`src/rtl/sf_pkg.sv`:
```
package sf_pkg;
  typedef enum logic [1:0] {
    SK_LEAD = 2'd0,
    SK_DATA = 2'd1,
    SK_TAIL = 2'd2
  } slot_kind_e;
endpackage

```
`src/rtl/sf_rst_sync.sv`:
```
module sf_rst_sync #(
  parameter int STAGES = 2
) (
  input  logic clk,
  input  logic arst_n,
  output logic rst_n_o
);
  logic [STAGES-1:0] sync_q;
  logic [STAGES-1:0] sync_d;

  always_comb begin
    sync_d = {sync_q[STAGES-2:0], 1'b1};
  end

  always_ff @(posedge clk or negedge arst_n) begin
    if (!arst_n) sync_q <= '0;
    else         sync_q <= sync_d;
  end

  assign rst_n_o = sync_q[STAGES-1];
endmodule

```
`src/rtl/sf_word_latch.sv`:
```
module sf_word_latch #(
  parameter int DATA_W = 22
) (
  input  logic              clk,
  input  logic              rst_n,
  input  logic              pwr_n,
  input  logic              ld,
  input  logic [DATA_W-1:0] din,
  output logic [DATA_W-1:0] cap
);
  logic [DATA_W-1:0] cap_q;
  logic [DATA_W-1:0] cap_d;

  always_comb begin
    cap_d = cap_q;
    if (!pwr_n)  cap_d = '0;
    else if (ld) cap_d = din;
  end

  always_ff @(posedge clk or negedge rst_n) begin
    if (!rst_n) cap_q <= '0;
    else        cap_q <= cap_d;
  end

  assign cap = cap_q;

  AST_CAP_HOLD: assert property (@(posedge clk) disable iff (!rst_n)
    (pwr_n && !ld) |=> $stable(cap_q));
  AST_CAP_LOAD: assert property (@(posedge clk) disable iff (!rst_n)
    (pwr_n && ld) |=> (cap_q == $past(din)));
  AST_CAP_CLEAR: assert property (@(posedge clk) disable iff (!rst_n)
    !pwr_n |=> (cap_q == '0));
endmodule

```
`src/rtl/sf_slot_seq.sv`:
```
module sf_slot_seq
  import sf_pkg::*;
#(
  parameter int DATA_W = 22,
  parameter int TAIL_W = 2
) (
  input  logic                        clk,
  input  logic                        rst_n,
  input  logic                        pwr_n,
  input  logic                        bit_en,
  output slot_kind_e                  kind,
  output logic [$clog2(DATA_W)-1:0]   data_idx
);
  localparam int FRAME_LEN = 1 + DATA_W + TAIL_W;
  localparam int SLOT_W    = $clog2(FRAME_LEN);
  localparam int IDX_W     = $clog2(DATA_W);
  localparam logic [SLOT_W-1:0] LAST_SLOT = SLOT_W'(FRAME_LEN - 1);
  localparam logic [SLOT_W-1:0] DATA_END  = SLOT_W'(DATA_W);

  logic [SLOT_W-1:0] slot_q;
  logic [SLOT_W-1:0] slot_d;

  always_comb begin
    slot_d = slot_q;
    if (!pwr_n) begin
      slot_d = '0;
    end else if (bit_en) begin
      if (slot_q == LAST_SLOT) slot_d = '0;
      else                     slot_d = slot_q + SLOT_W'(1);
    end
  end

  always_ff @(posedge clk or negedge rst_n) begin
    if (!rst_n) slot_q <= '0;
    else        slot_q <= slot_d;
  end

  always_comb begin
    if (slot_q == '0)            kind = SK_LEAD;
    else if (slot_q <= DATA_END) kind = SK_DATA;
    else                         kind = SK_TAIL;
    data_idx = IDX_W'(slot_q - SLOT_W'(1));
  end

  AST_SLOT_HOLD: assert property (@(posedge clk) disable iff (!rst_n)
    (pwr_n && !bit_en) |=> $stable(slot_q));
  AST_SLOT_WRAP: assert property (@(posedge clk) disable iff (!rst_n)
    (pwr_n && bit_en && slot_q == LAST_SLOT) |=> (slot_q == '0));
  AST_SLOT_BOUND: assert property (@(posedge clk) disable iff (!rst_n)
    slot_q <= LAST_SLOT);
  AST_PD_SLOT_CLEAR: assert property (@(posedge clk) disable iff (!rst_n)
    !pwr_n |=> (slot_q == '0));
endmodule

```
`src/rtl/sf_bit_mux.sv`:
```
module sf_bit_mux
  import sf_pkg::*;
#(
  parameter int DATA_W = 22
) (
  input  logic                      clk,
  input  logic                      rst_n,
  input  logic                      pwr_n,
  input  logic                      bit_en,
  input  slot_kind_e                kind,
  input  logic [$clog2(DATA_W)-1:0] data_idx,
  input  logic [DATA_W-1:0]         cap,
  output logic                      sdo
);
  logic [DATA_W-1:0] frm_q;
  logic [DATA_W-1:0] frm_d;
  logic              out_q;
  logic              out_d;
  logic              adv;

  assign adv = pwr_n && bit_en;

  always_comb begin
    frm_d = frm_q;
    out_d = out_q;
    if (!pwr_n) begin
      frm_d = '0;
      out_d = 1'b0;
    end else if (bit_en) begin
      unique case (kind)
        SK_LEAD: begin
          frm_d = cap;
          out_d = 1'b0;
        end
        SK_DATA: out_d = frm_q[data_idx];
        SK_TAIL: out_d = ~frm_q[DATA_W-1];
        default: out_d = 1'b0;
      endcase
    end
  end

  always_ff @(posedge clk or negedge rst_n) begin
    if (!rst_n) begin
      frm_q <= '0;
      out_q <= 1'b0;
    end else begin
      frm_q <= frm_d;
      out_q <= out_d;
    end
  end

  assign sdo = out_q;

  AST_LEAD_ZERO: assert property (@(posedge clk) disable iff (!rst_n)
    (adv && kind == SK_LEAD) |=> !out_q);
  AST_TAIL_INV: assert property (@(posedge clk) disable iff (!rst_n)
    (adv && kind == SK_TAIL) |=> (out_q == ~frm_q[DATA_W-1]));
  AST_FRAME_TAKE: assert property (@(posedge clk) disable iff (!rst_n)
    (adv && kind == SK_LEAD) |=> (frm_q == $past(cap)));
  AST_OUT_HOLD: assert property (@(posedge clk) disable iff (!rst_n)
    (pwr_n && !bit_en) |=> $stable(out_q));
endmodule

```
`src/rtl/word_framer_ser.sv`:
```
module word_framer_ser
  import sf_pkg::*;
#(
  parameter int DATA_W      = 22,
  parameter int TAIL_W      = 2,
  parameter int SYNC_STAGES = 2
) (
  input  logic              clk,
  input  logic              rst_n,
  input  logic              pwr_n,
  input  logic              bit_en,
  input  logic              word_ld,
  input  logic [DATA_W-1:0] din,
  output logic              sdo
);
  localparam int IDX_W = $clog2(DATA_W);

  logic              rst_sync_n;
  logic [DATA_W-1:0] cap;
  slot_kind_e        kind;
  logic [IDX_W-1:0]  data_idx;

  sf_rst_sync #(.STAGES(SYNC_STAGES)) u_rst (
    .clk     (clk),
    .arst_n  (rst_n),
    .rst_n_o (rst_sync_n)
  );

  sf_word_latch #(.DATA_W(DATA_W)) u_latch (
    .clk   (clk),
    .rst_n (rst_sync_n),
    .pwr_n (pwr_n),
    .ld    (word_ld),
    .din   (din),
    .cap   (cap)
  );

  sf_slot_seq #(.DATA_W(DATA_W), .TAIL_W(TAIL_W)) u_seq (
    .clk      (clk),
    .rst_n    (rst_sync_n),
    .pwr_n    (pwr_n),
    .bit_en   (bit_en),
    .kind     (kind),
    .data_idx (data_idx)
  );

  sf_bit_mux #(.DATA_W(DATA_W)) u_mux (
    .clk      (clk),
    .rst_n    (rst_sync_n),
    .pwr_n    (pwr_n),
    .bit_en   (bit_en),
    .kind     (kind),
    .data_idx (data_idx),
    .cap      (cap),
    .sdo      (sdo)
  );

  AST_PD_IDLE: assert property (@(posedge clk) disable iff (!rst_sync_n)
    !pwr_n |=> !sdo);
  AST_RST_IDLE: assert property (@(posedge clk)
    !rst_sync_n |-> !sdo);
endmodule

```
`config.mk`:
```
export PLATFORM = sky130hd
export DESIGN_NAME = word_framer_ser
export DESIGN_NICKNAME = d
export VERILOG_FILES = /design/src/rtl/sf_pkg.sv /design/src/rtl/sf_rst_sync.sv /design/src/rtl/sf_word_latch.sv /design/src/rtl/sf_slot_seq.sv /design/src/rtl/sf_bit_mux.sv /design/src/rtl/word_framer_ser.sv
export SDC_FILE = /design/constraint.sdc
export NUM_CORES = 1
export LEC_CHECK = 0
export ABC_AREA = 1
export BUFFER_PORTS_ARGS = -buffer_cell sky130_fd_sc_hd__buf_2
export CAP_MARGIN = 20
export CORE_MARGIN = 4
export CORE_UTILIZATION = 50
export CTS_BUF_LIST = sky130_fd_sc_hd__clkbuf_8 sky130_fd_sc_hd__clkbuf_16
export DETAILED_ROUTE_END_ITERATION = 6
export PLACE_DENSITY = 0.8
export SLEW_MARGIN = 20
export SYNTH_ARGS = -nofsm -noshare
export SYNTH_HDL_FRONTEND = slang
export SYNTH_SLANG_ARGS = --single-unit
```
`constraint.sdc`:
```
create_clock -name clk -period 1.85 [get_ports clk]
set_clock_uncertainty 0.05 [all_clocks]
set_input_delay 0.37 -clock clk [delete_from_list [all_inputs] [get_ports clk]]
set_output_delay 0.37 -clock clk [all_outputs]
set_load 0.02 [all_outputs]
```
==> out/metrics.csv <==
stage;metric;value;unit
finish;antennaDiodeCount;0;
critical_path;crit_type;flop to flop;
pwr;vdd_drop_max;475;µV
synth;synthAdderAreaFrac;2.02;%
finish;layout_common_cells;60 x nand2_1, 51 x dfrtp_1, 45 x inv_1;
grt;grt_util_all_layers;18.3;%
drt;firstDrtPassIters;4;
drt;ant_nets;0;
sta;finalWorstSetupSlack;0.137;ns
placed_design;dp_hpwl;3.61;mm
critical_path;worstPathArrival;1.87;ns
critical_path;path_max_fanout;5;
drt;vias_per_cell;5.13;
status;outcome;finished, final reports clean;
floorplanning;boundaryPins;28;
sta;min_period;1.71;ns
floorplanning;chipWidth;78.3;µm
synth;synth_compound_area_share;10.6;%
grt;grt_pass1_vias;1982;
synth;yosys_warnings;0;
grt;grt_pass1_wl;9.03;mm
critical_path;crit_path_max_incr_delay;0.43;ns
synth;syn_inst;291;
placed_design;place_inst;379;
floorplanning;initial_core_util;52.0;%
placed_design;gp_congestion;0.872;
drt;remaining_drc_errors;0;
grt;grt_remaining_overflow;0;
finish;drive_gt1_share;16.7;%
floorplanning;design.core.area;0.00475;mm²
sta;slew_headroom;58.3;%
critical_path;timing.critical_path.cells;inv_1, ha_1, xor2_2, nand3_1, nand2_1, nand2_1, nand3_1, nand2_1, nand2_1, nand2_1;
sta;rsz0062_at_grt;no;
floorplanning;fp-row-count;25;
sta;fmax;0.584;GHz
sta;hold_viol_final;0;
sta;worst_slew_pin_slew;0.626;ns
synth;synth-seq-cells;52;
finish;final_cells;390;
placed_design;preCtsSetupSlack;0.117;ns
drt;avgRoutedWirePerCell;12.8;µm
clock_tree;cts_tree;built;
critical_path;cp-end-kind;flop;
clock_tree;cts.htree.levels;2;
clock_tree;numCtsBuffers;5;
floorplanning;die_h;78.3;µm
synth;yosysSeqAreaShare;52.6;%
drt;vias;2002;
finish;fin_util;58.8;%
floorplanning;die-area;0.00614;mm²
critical_path;required;2.01;ns
critical_path;crit_slowest_cell;dfrtp_1;
synth;syn_nets;322;
finish;syn2layout_area_growth;13.1;%
placed_design;io_buffers;27;
clock_tree;cts_root_buf;clkbuf_8;
synth;synth_mux_area_share;0;%
finish;nets;353;
clock_tree;cts.sinks;52;
clock_tree;insertion_delay;0.31;ns
worst_hold_path;hp-class;flop to async pin;
flow_run;cap_viol_max_count;0;
drt;drt_iter0_drc;152;
sta;setup_tns;0;ns
clock_tree;cts_buffer_depth;2;
synth;synthSimpleGateAreaFrac;22.7;%
synth;synth_area;0.00247;mm²
synth;synth-xor-area-share;1.06;%
critical_path;start_kind;flop;
synth;synth_top_family_by_area;simple AND/OR/NAND/NOR gates;
sta;drv_slew;0;
synth;syn_area_per_cell;8.50;µm²
pwr;pwr_density_cell;1090;mW/mm²
sta;timing.hold.ws;0.196;ns
clock_tree;path_clk_slew;0.09;ns
pwr;leakage;1.39;nW
finish;layout_commonest_cell;nand2_1;
critical_path;crit_top_cell;nand2_1;
synth;yosysUniqueCellTypes;25;
sta;finalCritPeriodShare;92.6;%
sta;setup_viol;0;
grt;grt_max_degree;29;
drt;wirelength;5.00;mm
grt;antenna_found_initial;0;
==> worst max-delay path, delay by kind of cell (launching register included) <==
kind | cells | cell delay, ns
buffers and inverters | 1 | 0.16
flip-flops | 1 | 0.43
adder cells (fa/ha/maj) | 1 | 0.29
AND/OR/NAND/NOR | 7 | 0.44
XOR/XNOR | 1 | 0.23
==> stage by stage <==
step	area [µm²]	power (W)
global placement	2680	0.00234
CTS	2770	0.00302
detailed placement	2680	0.00238
floorplan	2470	0.00214
finish	2800	0.00305
global route	2800	0.00328
==> synth_stat cells, drive strengths merged <==
| master | instances | area, µm² |
|---|---|---|
| a21oi | 3 | 15.0 |
| buf | 8 | 63.8 |
| clkbuf | 5 | 18.8 |
| conb | 1 | 3.75 |
| dfrtp | 52 | 1300 |
| ha | 4 | 50.1 |
| inv | 50 | 188 |
| nand2 | 60 | 225 |
| nand3 | 44 | 220 |
| nand3b | 1 | 7.51 |
| nand4 | 1 | 6.26 |
| nor2 | 10 | 77.6 |
| nor3 | 2 | 10.0 |
| nor3b | 1 | 7.51 |
| o21ai | 28 | 140 |
| o22ai | 17 | 106 |
| or2 | 1 | 6.26 |
| xnor2 | 1 | 8.76 |
| xor2 | 2 | 17.5 |
==> layer usage <==
layer	track usage (%)	share of wire, %	vias up
met1	24.0	45	937
met4	5.77	1.3	0
met3	4.59	5.6	6
met2	29.8	48	58
met5	0	0	-
li1	-	-	1001
==> cell type report <==
class	instances	area (µm²)
Sequential cell	52	1300
Clock inverter	3	18.8
Inverter	50	188
Tap cell	67	83.8
Clock buffer	5	68.8
Timing Repair Buffer	37	225
Fill cell	433	1960
Multi-Input combinational cell	176	910
==> report_power, final <==
part	total (W)	internal, W	switching, W
registers	0.00130	0.00123	0.0000700
logic	0.00111	0.000424	0.000687
clock network	0.000639	0.000264	0.000374
==> cells by family (layout without fill, tap and decap cells) <==
| family | count (synthesis) | in the layout |
|---|---|---|
| other cells | 1 | 1 |
| buf+inv | 63 | 95 |
| simple gates | 120 | 120 |
| compound gates | 48 | 48 |
| flops | 52 | 52 |
| fa+ha+maj | 4 | 4 |
| xor+xnor | 3 | 3 |
==> state kept, by name (all words and copies together), names as in the netlist <==
signal	cells
u_mux.frm_q	22
u_latch.cap	22
u_seq.slot_q	5
u_rst.sync_q	2
u_mux.sdo	1
==> repair_timing <==
item                                   in CTS  in global routing
hold buffers                                1                  0
gates resized for setup                     0                  2
setup endpoints to repair                   0                  4
setup buffers                               0                  2
endpoints found under the hold margin       2                  0
==> path summary, 6_finish.rpt <==
kind,startpoint,to,slack (ns),depth (start not counted)
max reg2reg,u_seq.slot_q[1],u_mux.sdo,0.14,10
min,u_rst.sync_q[1],u_latch.cap[5],0.20,0
min reg2reg,u_rst.sync_q[1],u_latch.cap[5],0.20,0
max,u_seq.slot_q[1],u_mux.sdo,0.14,10
max in group asynchronous,u_rst.sync_q[1],u_latch.cap[11],1.04,1
min in group clk,din[9],u_latch.cap[9],0.24,3
Note: power is estimated with default switching activity, not from simulation.
